--- config.mk ---
export PLATFORM = sky130hd
export DESIGN_NAME = text_vid_timing
export DESIGN_NICKNAME = d
export VERILOG_FILES = /design/src/rtl/text_vid_timing.sv
export SDC_FILE = /design/constraint.sdc
export NUM_CORES = 1
export LEC_CHECK = 0
export BUFFER_PORTS_ARGS = -buffer_cell sky130_fd_sc_hd__buf_4
export CAP_MARGIN = 0
export CORE_UTILIZATION = 35
export DETAILED_ROUTE_END_ITERATION = 7
export PLACE_DENSITY = 0.61
export SLEW_MARGIN = 15
export SYNTH_ARGS = -nofsm -noshare
export SYNTH_HDL_FRONTEND = slang
export SYNTH_SLANG_ARGS = --single-unit
--- constraint.sdc ---
create_clock -name clk -period 3.16 [get_ports clk]
set_input_delay 0.316 -clock clk [delete_from_list [all_inputs] [get_ports clk]]
set_output_delay 0.316 -clock clk [all_outputs]
set_load 0.01 [all_outputs]
--- src/rtl/text_vid_timing.sv ---
module text_vid_timing #(
  parameter int H_VIS  = 640,
  parameter int H_FP   = 16,
  parameter int H_SYNC = 96,
  parameter int H_BP   = 48,
  parameter int V_VIS  = 480,
  parameter int V_FP   = 10,
  parameter int V_SYNC = 2,
  parameter int V_BP   = 33,
  localparam int COLS   = H_VIS / 8,
  localparam int ROWS   = V_VIS / 8,
  localparam int ADDR_W = $clog2(COLS * ROWS)
) (
  input  logic              clk,
  input  logic              rst_n,
  output logic              hsync_n,
  output logic              vsync_n,
  output logic              blank,
  output logic [ADDR_W-1:0] char_addr,
  output logic [2:0]        glyph_col,
  output logic [2:0]        glyph_row
);
  localparam int H_TOT = H_VIS + H_FP + H_SYNC + H_BP;
  localparam int V_TOT = V_VIS + V_FP + V_SYNC + V_BP;
  localparam int HW = $clog2(H_TOT);
  localparam int VW = $clog2(V_TOT);

  localparam logic [HW-1:0] H_LAST = HW'(H_TOT - 1);
  localparam logic [VW-1:0] V_LAST = VW'(V_TOT - 1);
  localparam logic [HW-1:0] H_VEND = HW'(H_VIS);
  localparam logic [VW-1:0] V_VEND = VW'(V_VIS);
  localparam logic [HW-1:0] HS_ON  = HW'(H_VIS + H_FP);
  localparam logic [HW-1:0] HS_OFF = HW'(H_VIS + H_FP + H_SYNC);
  localparam logic [VW-1:0] VS_ON  = VW'(V_VIS + V_FP);
  localparam logic [VW-1:0] VS_OFF = VW'(V_VIS + V_FP + V_SYNC);
  localparam logic [ADDR_W-1:0] ROW_STEP = ADDR_W'(COLS);

  logic [HW-1:0]     hcnt, hnxt;
  logic [VW-1:0]     vcnt, vnxt;
  logic [ADDR_W-1:0] base_q, base_d, addr_d;

  assign hnxt = (hcnt == H_LAST) ? '0 : hcnt + 1'b1;
  assign vnxt = (hcnt != H_LAST) ? vcnt : (vcnt == V_LAST) ? '0 : vcnt + 1'b1;

  always_comb begin
    base_d = base_q;
    addr_d = char_addr;
    if (hnxt == '0) begin
      if (vnxt == '0) begin
        base_d = '0;
        addr_d = '0;
      end else if (vnxt < V_VEND) begin
        if (vcnt[2:0] == 3'd7) base_d = base_q + ROW_STEP;
        addr_d = base_d;
      end
    end else if (vnxt < V_VEND && hnxt < H_VEND && hnxt[2:0] == 3'd0) begin
      addr_d = char_addr + 1'b1;
    end
  end

  always_ff @(posedge clk or negedge rst_n) begin
    if (!rst_n) begin
      hcnt      <= '0;
      vcnt      <= '0;
      base_q    <= '0;
      char_addr <= '0;
      hsync_n   <= 1'b1;
      vsync_n   <= 1'b1;
      blank     <= 1'b0;
      glyph_col <= 3'd0;
      glyph_row <= 3'd0;
    end else begin
      hcnt      <= hnxt;
      vcnt      <= vnxt;
      base_q    <= base_d;
      char_addr <= addr_d;
      hsync_n   <= !(hnxt >= HS_ON && hnxt < HS_OFF);
      vsync_n   <= !(vnxt >= VS_ON && vnxt < VS_OFF);
      blank     <= (hnxt >= H_VEND) || (vnxt >= V_VEND);
      glyph_col <= hnxt[2:0];
      glyph_row <= vnxt[2:0];
    end
  end
endmodule


Yosys cells after proc, flatten, opt, wreduce, memory -nomap -nowiden. Cells that the tools add are included.

Register bits after elaboration: 55. Logic and storage cells: 48.

Muxes and demuxes: 8. Equal/unequal tests: 5. Magnitude comparators: 8. Reductions and logical operators: 14. Add/subtract/negate cells: 4.

Operators by type and width (number): $mux W13 (5); $mux W10 (3); $add A10 B1 Y10 const B (2); $eq A10 B10 Y1 const B (2); $ge A10 B10 Y1 const B (2); $ge A10 B9 Y1 const B (2); $logic_not A10 Y1 (2); $lt A10 B10 Y1 const B (2); $lt A10 B9 Y1 const B (2); $add A13 B1 Y13 const B (1); $add A13 B7 Y13 const B (1); $ne A10 B10 Y1 const B (1); $logic_and A1 B1 Y1 (4); $reduce_and A2 Y1 (2); $reduce_bool A2 Y1 (2); $eq A3 B3 Y1 const B (1); $logic_not A3 Y1 (1); $ne A3 B1 Y1 const B (1); $logic_not A1 Y1 (2); $logic_or A1 B1 Y1 (1).

Logic depth before layout (Yosys ltp).
Word-level depth: 8. Gate-level depth with buffers: 11. Depth with buffers taken out: 9.

Worst setup path after synthesis. OpenSTA, ideal clock, no wires.

Path kind: register to register. From: register hcnt[0]. To: register char_addr[11]. Cell stages (with the launch flop): 10. Period minus slack after synthesis: 2.702 ns. Path slack: 0.458 ns. Data arrival time: 2.612 ns. Buffers on the path: 1. Path through: dfrtp_1 ha_1 nand4_1 or3_1 a31o_1 o2111a_1 and2_1 buf_1 or4_1 o221ai_1.

Word-level cells in the longest chain between the ends: 7. Elaborated cells between the ends (all ways): 17. Those cells by class: add/sub (1); order compare (2); eq/ne (3); mux (4); reduce/logical (7).

RTL lines: start, declared (line 38) `logic [HW-1:0] hcnt, hnxt;`; start signal, assigned (line 73) `hcnt <= hnxt;`; $add A10 B1 Y10 (tied with other cells) (line 42) `assign hnxt = (hcnt == H_LAST) ? '0 : hcnt + 1'b1;`; $mux W10, on equally long branches (line 42, 43); $lt A10 B10 Y1 / $lt A10 B9 Y1 (equally long branches) (line 56, 52); $logic_and A1 B1 Y1 (2 in series) (line 56) `end else if (vnxt < V_VEND && hnxt < H_VEND && hnxt[2:0] == 3'd0) begin`; $reduce_bool A2 Y1 (no line); $reduce_and A2 Y1 (no line); end signal, assigned (line 76) `char_addr <= addr_d;`; end, declared (line 19) `output logic [ADDR_W-1:0] char_addr,`.

Several ways; a longest one is shown, not always the timed one. A chain may end at the register's enable or synchronous reset.

Worst setup path after layout.
From: register hcnt[0]. To: register char_addr[5].

The elaborated chain is that of the path after synthesis.

==> impl_results.md <==
* Outcome: completed
* Reg clk slew, reported paths at approximately 100 ps
* Slack of the worst reg-to-reg path at about 260 ps
* Die Y at between 90 and 100 um
* Post-DP HPWL at 4720 um
* Sequential Area at 0.00123 mm^2
* Fmax at around 0.35 GHz
* WL met1 at between 3000 and 4000 um
* Clock Latency Late Sink at approximately 310 ps
* Die area at 0.00892 mm^2
* Synth unique cells at a little over 60
* ANT nets after route at 0
* First-pass GRT wire length at roughly 12000 um
* Final WL at around 6900 um
* Worst setup path endpoint: char_addr[5]
* Port buffer count at 23
* R2R Path Start: hcnt[0]
* Crit start category: flip-flop
* Max Used Layer: met4
* Seq pwr share at a little under three fifths
* Vias in the first global route at roughly 2300
* Die width at roughly 94 um
* Slew margin rel. at between 50% and 60%
* Total power at around 1100 uW
* VDD IR max at ~0.0002 V
* Routability congestion estimate at ~0.8
* Initial antenna violation count at 0
* Multi-input logic area at ~0.0016 mm^2
* Reg2Reg Depth at 8
* Tightest Pin Transition at 640 ps
* Drt via density at between 5 and 6
* Root buffer cell: clkbuf_8
* Max_cap viols at 0
* Required time worst endpoint at ~3400 ps
* Grt total ovfl at 0
* P_leak at 0.00140 uW
* Final Max Slew Viols at 0
* Share of layout cells above drive strength 1 at between 10% and 20%
* Syn Area/Cell at 9.50 um^2
* Comb power frac at 1.2%
* Tcrit/Tclk final at between 90% and 100%
* Fin Setup TNS at 0 ps
* Synth Register Bits at slightly below 50
* Crit-path max FO at 17
* Commonest cells post-synth: 47 x dfrtp_1, 24 x nand2_1, 18 x nand3_1
* Number of DRC markers in iteration 0 at slightly above 100
* Core box area at between 0.008 and 0.009 mm^2
* IO Pins at 24
* Total CTS buffers at 5
* # setup viols final at 0
* Met2 WL post-DR at just over 3000 um
* Wire length on met3 at ~300 um
* Worst setup EP type: flip-flop
* Antenna diode count at 0
* Total GRT Usage at ~17%
* FFs w/ async S/R, synth at 100%
* Clock share of power at between 40 and 50%
* WL per Instance at about 16 um
* Net switching power at 236 uW
* WP data arrival at 3120 ps
* Starting Density at a little over a third
* Register area share after synthesis at between 40% and 50%
* Synth area leaders: dfrtp_1 39%, xnor2_1 3.8%, nand3_1 3.0%
* CTS tree: built
* Fill cell count at roughly 800
* P per Cell Area at 337 mW/mm^2
* Via count at around 2400
* Post-Synthesis Cell Area at 0.00299 mm^2
* FP Rows at 33
* Nets at around 340
* Most instantiated library cell after synthesis: dfrtp_1
* Path type of the worst min-delay path: input port to asynchronous set/reset pin
* RSZ-0062 raised after global routing: false
* Yosys warning count at 0
* DRT Pass-1 Iters at 4
* Syn Nets at ~320
* Tmin final at around 2900 ps
* Clock tree sinks at 49
* Largest net degree at the start of global routing at 50
* H-tree levels at 2
* Pint at roughly 900 uW
* Biggest area consumer among synthesized cells: dfrtp_1
* Final hold violation count at 0
* Net Sw Frac at between 20% and 30%
* Clk buf depth at 2
* Prevailing post-synth register cell: dfrtp_1
* Area grow syn2layout at 11.2%
* Top cell type's share of synthesized area at between 30% and 40%
* Synth Instances at 315
* CP startpoint: hcnt[0]
* R2r endpoint: char_addr[5]
* Drt drc at 0
* Crit Path Class: flip-flop to flip-flop
* EDFF count, synth at 0
* Clk_skew at between 9 and 10 ps
area by class of cell:
class	instances	share of cell area, %
inverters	16	1.80
flip-flops and latches	49	36.9
well taps	105	3.95
clock buffers	7	2.59
repair buffers	31	6.99
multi-input cells	227	46.8
clock inverters	1	0.902
registers in the layout, summed over array words and instances (netlist names):
signal,cells
base_q,13
char_addr,13
hcnt,10
vcnt,10
blank,1
hsync_n,1
vsync_n,1
logic make-up after synthesis:
group | count (synthesis) | share of synthesized area [%]
AOI/OAI and AO/OA | 72 | 16.3
xor gates and xnor gates | 19 | 5.56
adders and majority gates | 7 | 2.93
buffers and inverters | 39 | 6.98
DFF | 49 | 41.1
muxes | 2 | 0.711
and+or+nand+nor | 127 | 26.5
how the worst min path moves through the flow:
stage	start	end	slack [ps]	cells past startpoint
after detailed placement	rst_n	vcnt[4]	390	1
final	rst_n	char_addr[6]	40	1
after CTS	rst_n	vcnt[7]	60	1
after global placement	rst_n	vcnt[4]	390	1
after floorplan	rst_n	base_q[0]	20	0
after global routing	rst_n	vcnt[4]	70	1
layout by cell type, fill, tap and decap left out, types with 7 or more instances in the layout:
cell type,n
dfrtp_1,47
buf_4,31
nand2_1,23
nand3_1,18
a21oi_1,17
inv_1,16
o21ai_0,14
xnor2_1,13
nand4_1,12
and3_1,11
nor2_1,10
nand4b_1,9
nor3_1,8
o211ai_1,8
ha_1,7
per-stage QoR:
| step | instance area, um^2 | hold WS (ps) | utilization, % | cells | setup WS [ps] |
|---|---|---|---|---|---|
| 2_1_floorplan | 2990 | 20.4 | - | 315 | 458 |
| 3_3_place_gp | 3200 | 390 | 38.8 | 427 | 280 |
| 3_5_place_dp | 3200 | 393 | 38.8 | 427 | 230 |
| 4_1_cts | 3320 | 55.9 | 40.2 | 435 | 192 |
| 5_1_grt | 3330 | 65.2 | 40.3 | 436 | 65.3 |
| 6_report | 3330 | 36.7 | 40.3 | 436 | 263 |
metal layers:
layer | global-route usage, % | up-vias
met4 | 4.55 | 0
met5 | 0 | -
li1 | - | 1195
met1 | 24.0 | 1167
met3 | 2.74 | 6
met2 | 25.4 | 54
worst max-delay path, stage by stage, from the launching register on:
cell and delay, ps:
dfrtp_1 440, ha_1 290, and4_1 340, and3_1 440, a31o_1 150, o2111a_1 190
and2_1 390, nand3_4 290, o211ai_1 270
power groups by stage:
| stage | clock (uW) | sequential [uW] | combinational (uW) |
|---|---|---|---|
| floorplan | 0 | 639 | 0.000623 |
| global placement | 0 | 639 | 14.2 |
| detailed placement | 0 | 639 | 14.4 |
| CTS | 497 | 627 | 14.3 |
| global route | 526 | 627 | 15.6 |
| finish | 483 | 627 | 13.0 |
what timing repair did:
| action | 4_1_cts | 5_1_grt |
|---|---|---|
| endpoints found under the setup margin | 0 | 14 |
| endpoints found under the hold margin | 0 | 0 |
| hold buffers | 0 | 0 |
| buffers inserted | 0 | 1 |
| resized for setup | 0 | 2 |
No activity file was read; power rests on OpenSTA's default activity.
